`config.mk`:
```
export PLATFORM = sky130hd
export DESIGN_NAME = gpio_edge_irq
export DESIGN_NICKNAME = d
export VERILOG_FILES = /design/src/rtl/gpio_edge_pkg.sv /design/src/rtl/gpio_edge_sync.sv /design/src/rtl/gpio_edge_detect.sv /design/src/rtl/gpio_edge_regs.sv /design/src/rtl/gpio_edge_irq.sv
export SDC_FILE = /design/constraint.sdc
export NUM_CORES = 1
export LEC_CHECK = 0
export BUFFER_PORTS_ARGS = -buffer_cell sky130_fd_sc_hd__buf_2
export CAP_MARGIN = 0
export CORE_MARGIN = 5
export CORE_UTILIZATION = 35
export DETAILED_ROUTE_END_ITERATION = 7
export GPL_TIMING_DRIVEN = 0
export HOLD_SLACK_MARGIN = 0.06
export SLEW_MARGIN = 10
export SYNTH_ARGS = -nofsm -noshare
export SYNTH_HDL_FRONTEND = slang
export SYNTH_SLANG_ARGS = --single-unit
```
`constraint.sdc`:
```
create_clock -name clk -period 10.07 [get_ports clk]
set_input_delay 2.014 -clock clk [delete_from_list [all_inputs] [get_ports clk]]
set_output_delay 2.014 -clock clk [all_outputs]
set_load 0.05 [all_outputs]
```
`src/rtl/gpio_edge_pkg.sv`:
```
package gpio_edge_pkg;

  localparam logic [7:0] OFS_RISE = 8'h00;
  localparam logic [7:0] OFS_FALL = 8'h04;
  localparam logic [7:0] OFS_STAT = 8'h08;
  localparam logic [7:0] OFS_WAKE = 8'h0C;

  typedef enum logic [2:0] {
    SEL_RISE,
    SEL_FALL,
    SEL_STAT,
    SEL_WAKE,
    SEL_NONE
  } reg_sel_e;

endpackage

```
`src/rtl/gpio_edge_sync.sv`:
```
module gpio_edge_sync #(
  parameter int unsigned WIDTH  = 28,
  parameter int unsigned STAGES = 2
) (
  input  logic             clk,
  input  logic             rst_n,
  input  logic [WIDTH-1:0] async_in,
  output logic [WIDTH-1:0] sync_out
);

  logic [STAGES-1:0][WIDTH-1:0] chain_q;
  logic [STAGES-1:0][WIDTH-1:0] chain_d;

  always_comb begin
    chain_d[0] = async_in;
    for (int s = 1; s < STAGES; s++) begin
      chain_d[s] = chain_q[s-1];
    end
  end

  always_ff @(posedge clk or negedge rst_n) begin
    if (!rst_n) begin
      chain_q <= '0;
    end else begin
      chain_q <= chain_d;
    end
  end

  assign sync_out = chain_q[STAGES-1];

endmodule

```
`src/rtl/gpio_edge_detect.sv`:
```
module gpio_edge_detect #(
  parameter int unsigned WIDTH = 28
) (
  input  logic             clk,
  input  logic             rst_n,
  input  logic [WIDTH-1:0] level_in,
  input  logic [WIDTH-1:0] rise_en,
  input  logic [WIDTH-1:0] fall_en,
  output logic [WIDTH-1:0] edge_hit
);

  logic [WIDTH-1:0] prev_q;
  logic [WIDTH-1:0] prev_d;
  logic [WIDTH-1:0] went_up;
  logic [WIDTH-1:0] went_down;

  always_comb begin
    prev_d    = level_in;
    went_up   = level_in & ~prev_q;
    went_down = ~level_in & prev_q;
    edge_hit  = (went_up & rise_en) | (went_down & fall_en);
  end

  always_ff @(posedge clk or negedge rst_n) begin
    if (!rst_n) begin
      prev_q <= '0;
    end else begin
      prev_q <= prev_d;
    end
  end

endmodule

```
`src/rtl/gpio_edge_regs.sv`:
```
module gpio_edge_regs
  import gpio_edge_pkg::*;
#(
  parameter int unsigned NUM_LINES = 28,
  parameter int unsigned DATA_W    = 32,
  parameter int unsigned ADDR_W    = 5
) (
  input  logic                 clk,
  input  logic                 rst_n,
  input  logic                 bus_en,
  input  logic                 bus_we,
  input  logic [ADDR_W-1:0]    bus_addr,
  input  logic [DATA_W-1:0]    bus_wdata,
  output logic [DATA_W-1:0]    bus_rdata,
  input  logic [NUM_LINES-1:0] edge_hit,
  output logic [NUM_LINES-1:0] rise_en,
  output logic [NUM_LINES-1:0] fall_en,
  output logic [NUM_LINES-1:0] wake_en,
  output logic [NUM_LINES-1:0] status
);

  localparam int unsigned PAD_W = DATA_W - NUM_LINES;

  reg_sel_e             sel;
  logic                 wr_go;
  logic [NUM_LINES-1:0] wr_bits;
  logic [NUM_LINES-1:0] clr_bits;

  logic [NUM_LINES-1:0] rise_q, rise_d;
  logic [NUM_LINES-1:0] fall_q, fall_d;
  logic [NUM_LINES-1:0] wake_q, wake_d;
  logic [NUM_LINES-1:0] stat_q, stat_d;
  logic                 rise_ce, fall_ce, wake_ce, stat_ce;
  logic [NUM_LINES-1:0] rd_bits;

  always_comb begin
    if      (bus_addr == OFS_RISE[ADDR_W-1:0]) sel = SEL_RISE;
    else if (bus_addr == OFS_FALL[ADDR_W-1:0]) sel = SEL_FALL;
    else if (bus_addr == OFS_STAT[ADDR_W-1:0]) sel = SEL_STAT;
    else if (bus_addr == OFS_WAKE[ADDR_W-1:0]) sel = SEL_WAKE;
    else                                       sel = SEL_NONE;
  end

  always_comb begin
    wr_go    = bus_en && bus_we;
    wr_bits  = bus_wdata[NUM_LINES-1:0];
    rise_ce  = wr_go && (sel == SEL_RISE);
    fall_ce  = wr_go && (sel == SEL_FALL);
    wake_ce  = wr_go && (sel == SEL_WAKE);
    clr_bits = (wr_go && (sel == SEL_STAT)) ? wr_bits : '0;
    stat_ce  = (|clr_bits) || (|edge_hit);
    rise_d   = wr_bits;
    fall_d   = wr_bits;
    wake_d   = wr_bits;
    stat_d   = (stat_q & ~clr_bits) | edge_hit;
  end

  always_ff @(posedge clk or negedge rst_n) begin
    if (!rst_n) begin
      rise_q <= '0;
      fall_q <= '0;
      wake_q <= '0;
      stat_q <= '0;
    end else begin
      if (rise_ce) rise_q <= rise_d;
      if (fall_ce) fall_q <= fall_d;
      if (wake_ce) wake_q <= wake_d;
      if (stat_ce) stat_q <= stat_d;
    end
  end

  always_comb begin
    unique case (sel)
      SEL_RISE: rd_bits = rise_q;
      SEL_FALL: rd_bits = fall_q;
      SEL_STAT: rd_bits = stat_q;
      SEL_WAKE: rd_bits = wake_q;
      default:  rd_bits = '0;
    endcase
    bus_rdata = bus_en ? {{PAD_W{1'b0}}, rd_bits} : '0;
  end

  assign rise_en = rise_q;
  assign fall_en = fall_q;
  assign wake_en = wake_q;
  assign status  = stat_q;

endmodule

```
`src/rtl/gpio_edge_irq.sv`:
```
module gpio_edge_irq #(
  parameter int unsigned NUM_LINES   = 28,
  parameter int unsigned NUM_DIRECT  = 8,
  parameter int unsigned DATA_W      = 32,
  parameter int unsigned ADDR_W      = 5,
  parameter int unsigned SYNC_STAGES = 2
) (
  input  logic                  clk,
  input  logic                  rst_n,
  input  logic                  bus_en,
  input  logic                  bus_we,
  input  logic [ADDR_W-1:0]     bus_addr,
  input  logic [DATA_W-1:0]     bus_wdata,
  output logic [DATA_W-1:0]     bus_rdata,
  input  logic [NUM_LINES-1:0]  gpio_in,
  output logic [NUM_DIRECT-1:0] irq_line,
  output logic                  irq_summary,
  output logic                  wake_req
);

  logic [1:0]           rst_pipe_q;
  logic                 core_rst_n;
  logic [NUM_LINES-1:0] level_sync;
  logic [NUM_LINES-1:0] rise_en;
  logic [NUM_LINES-1:0] fall_en;
  logic [NUM_LINES-1:0] wake_en;
  logic [NUM_LINES-1:0] edge_hit;
  logic [NUM_LINES-1:0] status_q;

  always_ff @(posedge clk or negedge rst_n) begin
    if (!rst_n) begin
      rst_pipe_q <= '0;
    end else begin
      rst_pipe_q <= {rst_pipe_q[0], 1'b1};
    end
  end
  assign core_rst_n = rst_pipe_q[1];

  gpio_edge_sync #(
    .WIDTH  (NUM_LINES),
    .STAGES (SYNC_STAGES)
  ) u_sync (
    .clk      (clk),
    .rst_n    (core_rst_n),
    .async_in (gpio_in),
    .sync_out (level_sync)
  );

  gpio_edge_detect #(
    .WIDTH (NUM_LINES)
  ) u_detect (
    .clk      (clk),
    .rst_n    (core_rst_n),
    .level_in (level_sync),
    .rise_en  (rise_en),
    .fall_en  (fall_en),
    .edge_hit (edge_hit)
  );

  gpio_edge_regs #(
    .NUM_LINES (NUM_LINES),
    .DATA_W    (DATA_W),
    .ADDR_W    (ADDR_W)
  ) u_regs (
    .clk       (clk),
    .rst_n     (core_rst_n),
    .bus_en    (bus_en),
    .bus_we    (bus_we),
    .bus_addr  (bus_addr),
    .bus_wdata (bus_wdata),
    .bus_rdata (bus_rdata),
    .edge_hit  (edge_hit),
    .rise_en   (rise_en),
    .fall_en   (fall_en),
    .wake_en   (wake_en),
    .status    (status_q)
  );

  assign irq_line    = status_q[NUM_DIRECT-1:0];
  assign irq_summary = |status_q;
  assign wake_req    = |(status_q & wake_en);

endmodule

```
# Word-level counts from Yosys, hierarchy flattened
# Cells that the tools add are included.
# word_totals
reg_bits	198
wordCells	44
# classes
eq_ne	6
n_mux	7
bitwise_logic	11
n_reduce_logical	12
# ops
operator	count
28-bit AND	6
28-bit case mux with 4 select lines	1
28-bit OR reduction	4
28-bit inverter	3
28-bit 2-to-1 mux	2
28-bit bitwise OR	2
3-bit 2-to-1 mux	4
5-bit by 4-bit equality test with 1-bit output, second input constant	2
3-bit by 2-bit equality test with 1-bit output, second input constant	2
5-bit by 3-bit equality test with 1-bit output, second input constant	1
1-bit logical AND	5
5-bit zero test	1
3-bit by 1-bit equality test with 1-bit output, second input constant	1
3-bit zero test	1
1-bit logical OR	1

# Depth between registers and ports, before layout
# logic_depth
depth_word	11
mapped_depth	5
mapped_depth_nobuf	3

# By module
# From an unflattened synthesis, not the netlist that was laid out.
# hier_totals
cells_unflattened	610
hier_area_um2	8199.1
# by_module_without_submodules
mod	instances	cells_each	area_per_inst_um2	seq_area_each_um2
gpio_edge_regs	1	411	5283.8	2802.7
gpio_edge_sync	1	56	1401.3	1401.3
gpio_edge_detect	1	112	1261.2	700.7
gpio_edge_irq	1	31	252.7	50.0

# Least setup slack after synthesis
# Ideal clock, no wire load.
# synth_timing
path_kind	input to output
from	input port bus_addr[4]
to	output port bus_rdata[10]
t_arrival_ps	3536
t_required_ps	8056
setup_slack_ps	4520
path_stages	5
n_path_buf	2
cell_sequence	or4b_1 > buf_2 > buf_2 > o22ai_1 > and2_1
# synth_via
elab_chain_cells	8
elab_cells_between_ends	14
# synth_lines
item	line_no	text
start, declared	gpio_edge_irq.sv:12	input logic [ADDR_W-1:0] bus_addr,
5-bit by 4-bit equality test with 1-bit output	gpio_edge_regs.sv:40	else if (bus_addr == OFS_WAKE[ADDR_W-1:0]) sel = SEL_WAKE;
3-bit 2-to-1 mux	gpio_edge_regs.sv:40	
3-bit 2-to-1 mux	gpio_edge_regs.sv:39	else if (bus_addr == OFS_STAT[ADDR_W-1:0]) sel = SEL_STAT;
3-bit 2-to-1 mux	gpio_edge_regs.sv:38	else if (bus_addr == OFS_FALL[ADDR_W-1:0]) sel = SEL_FALL;
3-bit 2-to-1 mux *	gpio_edge_regs.sv:37	if (bus_addr == OFS_RISE[ADDR_W-1:0]) sel = SEL_RISE;
3-bit by 2-bit equality test with 1-bit output, or another cell as far along	gpio_edge_regs.sv:73	unique case (sel)
28-bit case mux with 4 select lines *	gpio_edge_regs.sv:73	
28-bit 2-to-1 mux *	gpio_edge_regs.sv:80	bus_rdata = bus_en ? {{PAD_W{1'b0}}, rd_bits} : '0;
end, declared	gpio_edge_irq.sv:14	output logic [DATA_W-1:0] bus_rdata,
# Mark *: on every way between the ends. The rest lies on a longest branch, timed or not.

# Final worst setup path
# layout_timing
from	input port bus_addr[4]
to	output port bus_rdata[25]
# The elaborated chain is that of the path after synthesis.

==> metrics.yaml <==
filler_cell_count: 2218
synth-simple-area-share: 0.0981
detail_route.first_pass.iterations: 4
tritoncts: "built"
grt_setup_unrepaired: "no"
drt_iter0_markers: 413
commonest_cells_after_routing_fill_and_taps_aside: "197 x sky130_fd_sc_hd__dfrtp_1, 109 x sky130_fd_sc_hd__buf_2, 62 x sky130_fd_sc_hd__mux2_2"
power.ir.vdd_worst_mv: 0.0989
yosysUniqueCellTypes: 30
buffer_ports.inserted: 102
mostFrequentLayoutCell: "sky130_fd_sc_hd__dfrtp_1"
vias_per_cell: 4.96
synth-seq-area-share: 0.603
crit_path_cell_trace: "buf_2 > or4_4 > clkbuf_1 > clkbuf_1 > o22ai_1 > and2_1 > buf_2"
non_filler_cell_area_final_um2: 9830
clock_tree.root_cell: "sky130_fd_sc_hd__clkbuf_16"
post_dr_wirelength_cell_um: 18.9
cp.arrival_ns: 4.11
place_area_um2: 9240
final_core_util: 0.421
cts.reportedPaths.clkPinSlew_ns: 0.08
postCtsHoldBufs: 0
leakage_nw: 4.53
hold_violations: 0
synthesis.area_per_instance_um2: 13.5
drt-total-wl_um: 20300
drive_above_1_share: 0.334
routed-via-count: 5317
fin_ws_ns: 3.95
timing.critical_path.to_type: "output port"
met3RoutedLength_um: 996
final.period_utilization: 0.608
final-max-slew-violation-count: 0
power-per-cell-area_nw_per_um2: 197
die-height_um: 163
largest_family_of_logic_cells_by_synthesized_area: "multiplexers"
die_area_um2: 26700
postCtsResizedCells: 0
coreArea_um2: 23300
fin_skew_ns: 0.0149
synth_compound_gate_area_share: 0.0767
floorplan.die.width_um: 163
setup-tns-final_ns: 0
route.layer.met1.wl_um: 9280
crit_start: "bus_addr[4]"
max_slew_margin: 0.187
tritoncts.num_buffers: 17
boundaryPins: 111
remaining_drc_errors: 0
synth.yosys.warnings: 0
synth-xor-area-share: 0
critical_path.reg2reg.startpoint: "rst_pipe_q[1]"
drv.max_cap_violation_count: 0
number_of_antenna_violations_at_the_first_check_in_global_routing: 3
postCtsSetupRepairBufs: 0
grt_first_pass_wirelength_um: 31900
number_of_routed_nets_with_antenna_violations: 0
ff2ff_path_depth: 2
tightestPinTransition_ns: 1.22
grt_pass1_vias: 5528
post_synthesis_cell_count: 611
outcome: "finished, final reports clean"
cts_htree_levels: 4
worst_path_largest_cell_delay_ns: 0.55
data_required_time_of_the_worst_path_ns: 8.06
fmaxAchievable_mhz: 163
grt_max_degree: 60
detailedPlacementHpwl_um: 14200
met2RoutedLength_um: 9650
critical_path_peak_fanout: 10
muxShareOfSynthArea: 0.192
critical_path.endpoint: "bus_rdata[25]"
initial_core_util: 0.352
post_synthesis_adder_cell_area_fraction: 0
setup_violations: 0
synth-seq-cells: 198
r2r_slack_ns: 8.71
cts-root-to-sink-buffers: 2
cts_num_sinks: 198
dr.max_layer_used: "met5"
mappedNetlistArea_um2: 8220
critPathKind: "primary input to output port"
layout.nets: 808
worstReg2RegEnd: "u_regs.wake_en[10]"
worst_skew_pair_later_pin_latency_ns: 0.43
core.rowCount: 56
globalRouteOverflowTotal: 0
dp_slack_ns: 3.97
critical_path.slowest_cell: "sky130_fd_sc_hd__or4_4"
synthToLayoutAreaGrowth_pct: 19.6
layout_min_cycle_time_ns: 6.12
cp-start-kind: "primary input"
overall_power_of_the_completed_layout_mw: 1.94
grt.total_usage: 0.156
hold_class: "register to register"
routabilityCongestion: 0.764
worst max-delay path, delay by kind of cell:
family,cells,cell delay (ns)
buf+inv,4,1.08
compound gates,1,0.30
simple gates,2,0.71
kinds of logic after synthesis:
group                  after synthesis
other                                2
buffers and inverters               38
muxes                              140
AOI/OAI and AO/OA                   98
DFF                                198
and+or+nand+nor                    135
power breakdown:
| group | internal, mW | total [mW] | leakage [nW] | switching, mW |
|---|---|---|---|---|
| clock | 0.375 | 0.684 | 0.292 | 0.309 |
| sequential | 0.891 | 0.993 | 2.39 | 0.103 |
| combinational | 0.131 | 0.263 | 1.85 | 0.132 |
| total | 1.40 | 1.94 | 4.53 | 0.544 |
sequential cells by signal, summed over array words and instances, names as in the netlist:
register and flops:
u_sync.sync_out 28, u_sync.chain_d 28, u_detect.prev_q 28, u_regs.rise_en 28
u_regs.status 28, u_regs.fall_en 28, u_regs.wake_en 28, rst_pipe_q 2
final cells by class:
class	instances	area, um2	area share
well taps	319	399	0.0406
flip-flops and latches	198	4960	0.504
diodes	2	5.00	0.000509
plain buffers	38	241	0.0246
clock inverters	10	109	0.0111
clock buffers	22	484	0.0492
repair buffers	106	593	0.0603
multi-input cells	378	3040	0.310
how the worst min path moves through the flow:
| stage | depth (start not counted) | startpoint | to |
|---|---|---|---|
| 5_1_grt | 0 | u_sync.chain_d[35] | u_sync.sync_out[7] |
| 6_report | 0 | rst_pipe_q[0] | rst_pipe_q[1] |
| 4_1_cts | 0 | u_sync.chain_d[52] | u_sync.sync_out[24] |
| 3_5_place_dp | 0 | u_sync.chain_d[33] | u_sync.sync_out[5] |
| 3_3_place_gp | 0 | u_sync.chain_d[39] | u_sync.sync_out[11] |
| 2_1_floorplan | 0 | rst_pipe_q[0] | rst_pipe_q[1] |
per-stage QoR:
stage	std cells	hold WS, ns
2_1_floorplan	614	0.331
3_3_place_gp	1035	0.333
3_5_place_dp	1039	0.335
4_1_cts	1071	0.345
5_1_grt	1072	0.353
6_report	1073	0.347
synth_stat cells, drive strengths merged:
master | instances | area share
nand3 | 29 | 0.018
and2 | 28 | 0.021
nand3b | 28 | 0.026
nand4 | 4 | 0.0030
clkbuf | 8 | 0.0037
a22oi | 14 | 0.013
and3b | 1 | 0.0011
mux2i | 56 | 0.068
nand2 | 29 | 0.013
and4 | 1 | 0.0011
o21ai | 28 | 0.017
nor2 | 2 | 0.0027
nor4 | 7 | 0.0053
o22ai | 28 | 0.021
nor4b | 2 | 0.0029
nand2b | 1 | 0.00076
a21o | 28 | 0.026
conb | 2 | 0.00091
or4b | 1 | 0.0012
dfrtp | 198 | 0.60
buf | 30 | 0.026
or4 | 2 | 0.0023
mux2 | 84 | 0.12
per-layer routing:
layer | up-vias | track usage
met4 | 4 | 0.0499
met2 | 139 | 0.249
met1 | 2682 | 0.213
li1 | 2462 | -
met3 | 30 | 0.0343
met5 | - | 0
No activity file was read; power rests on OpenSTA's default activity.
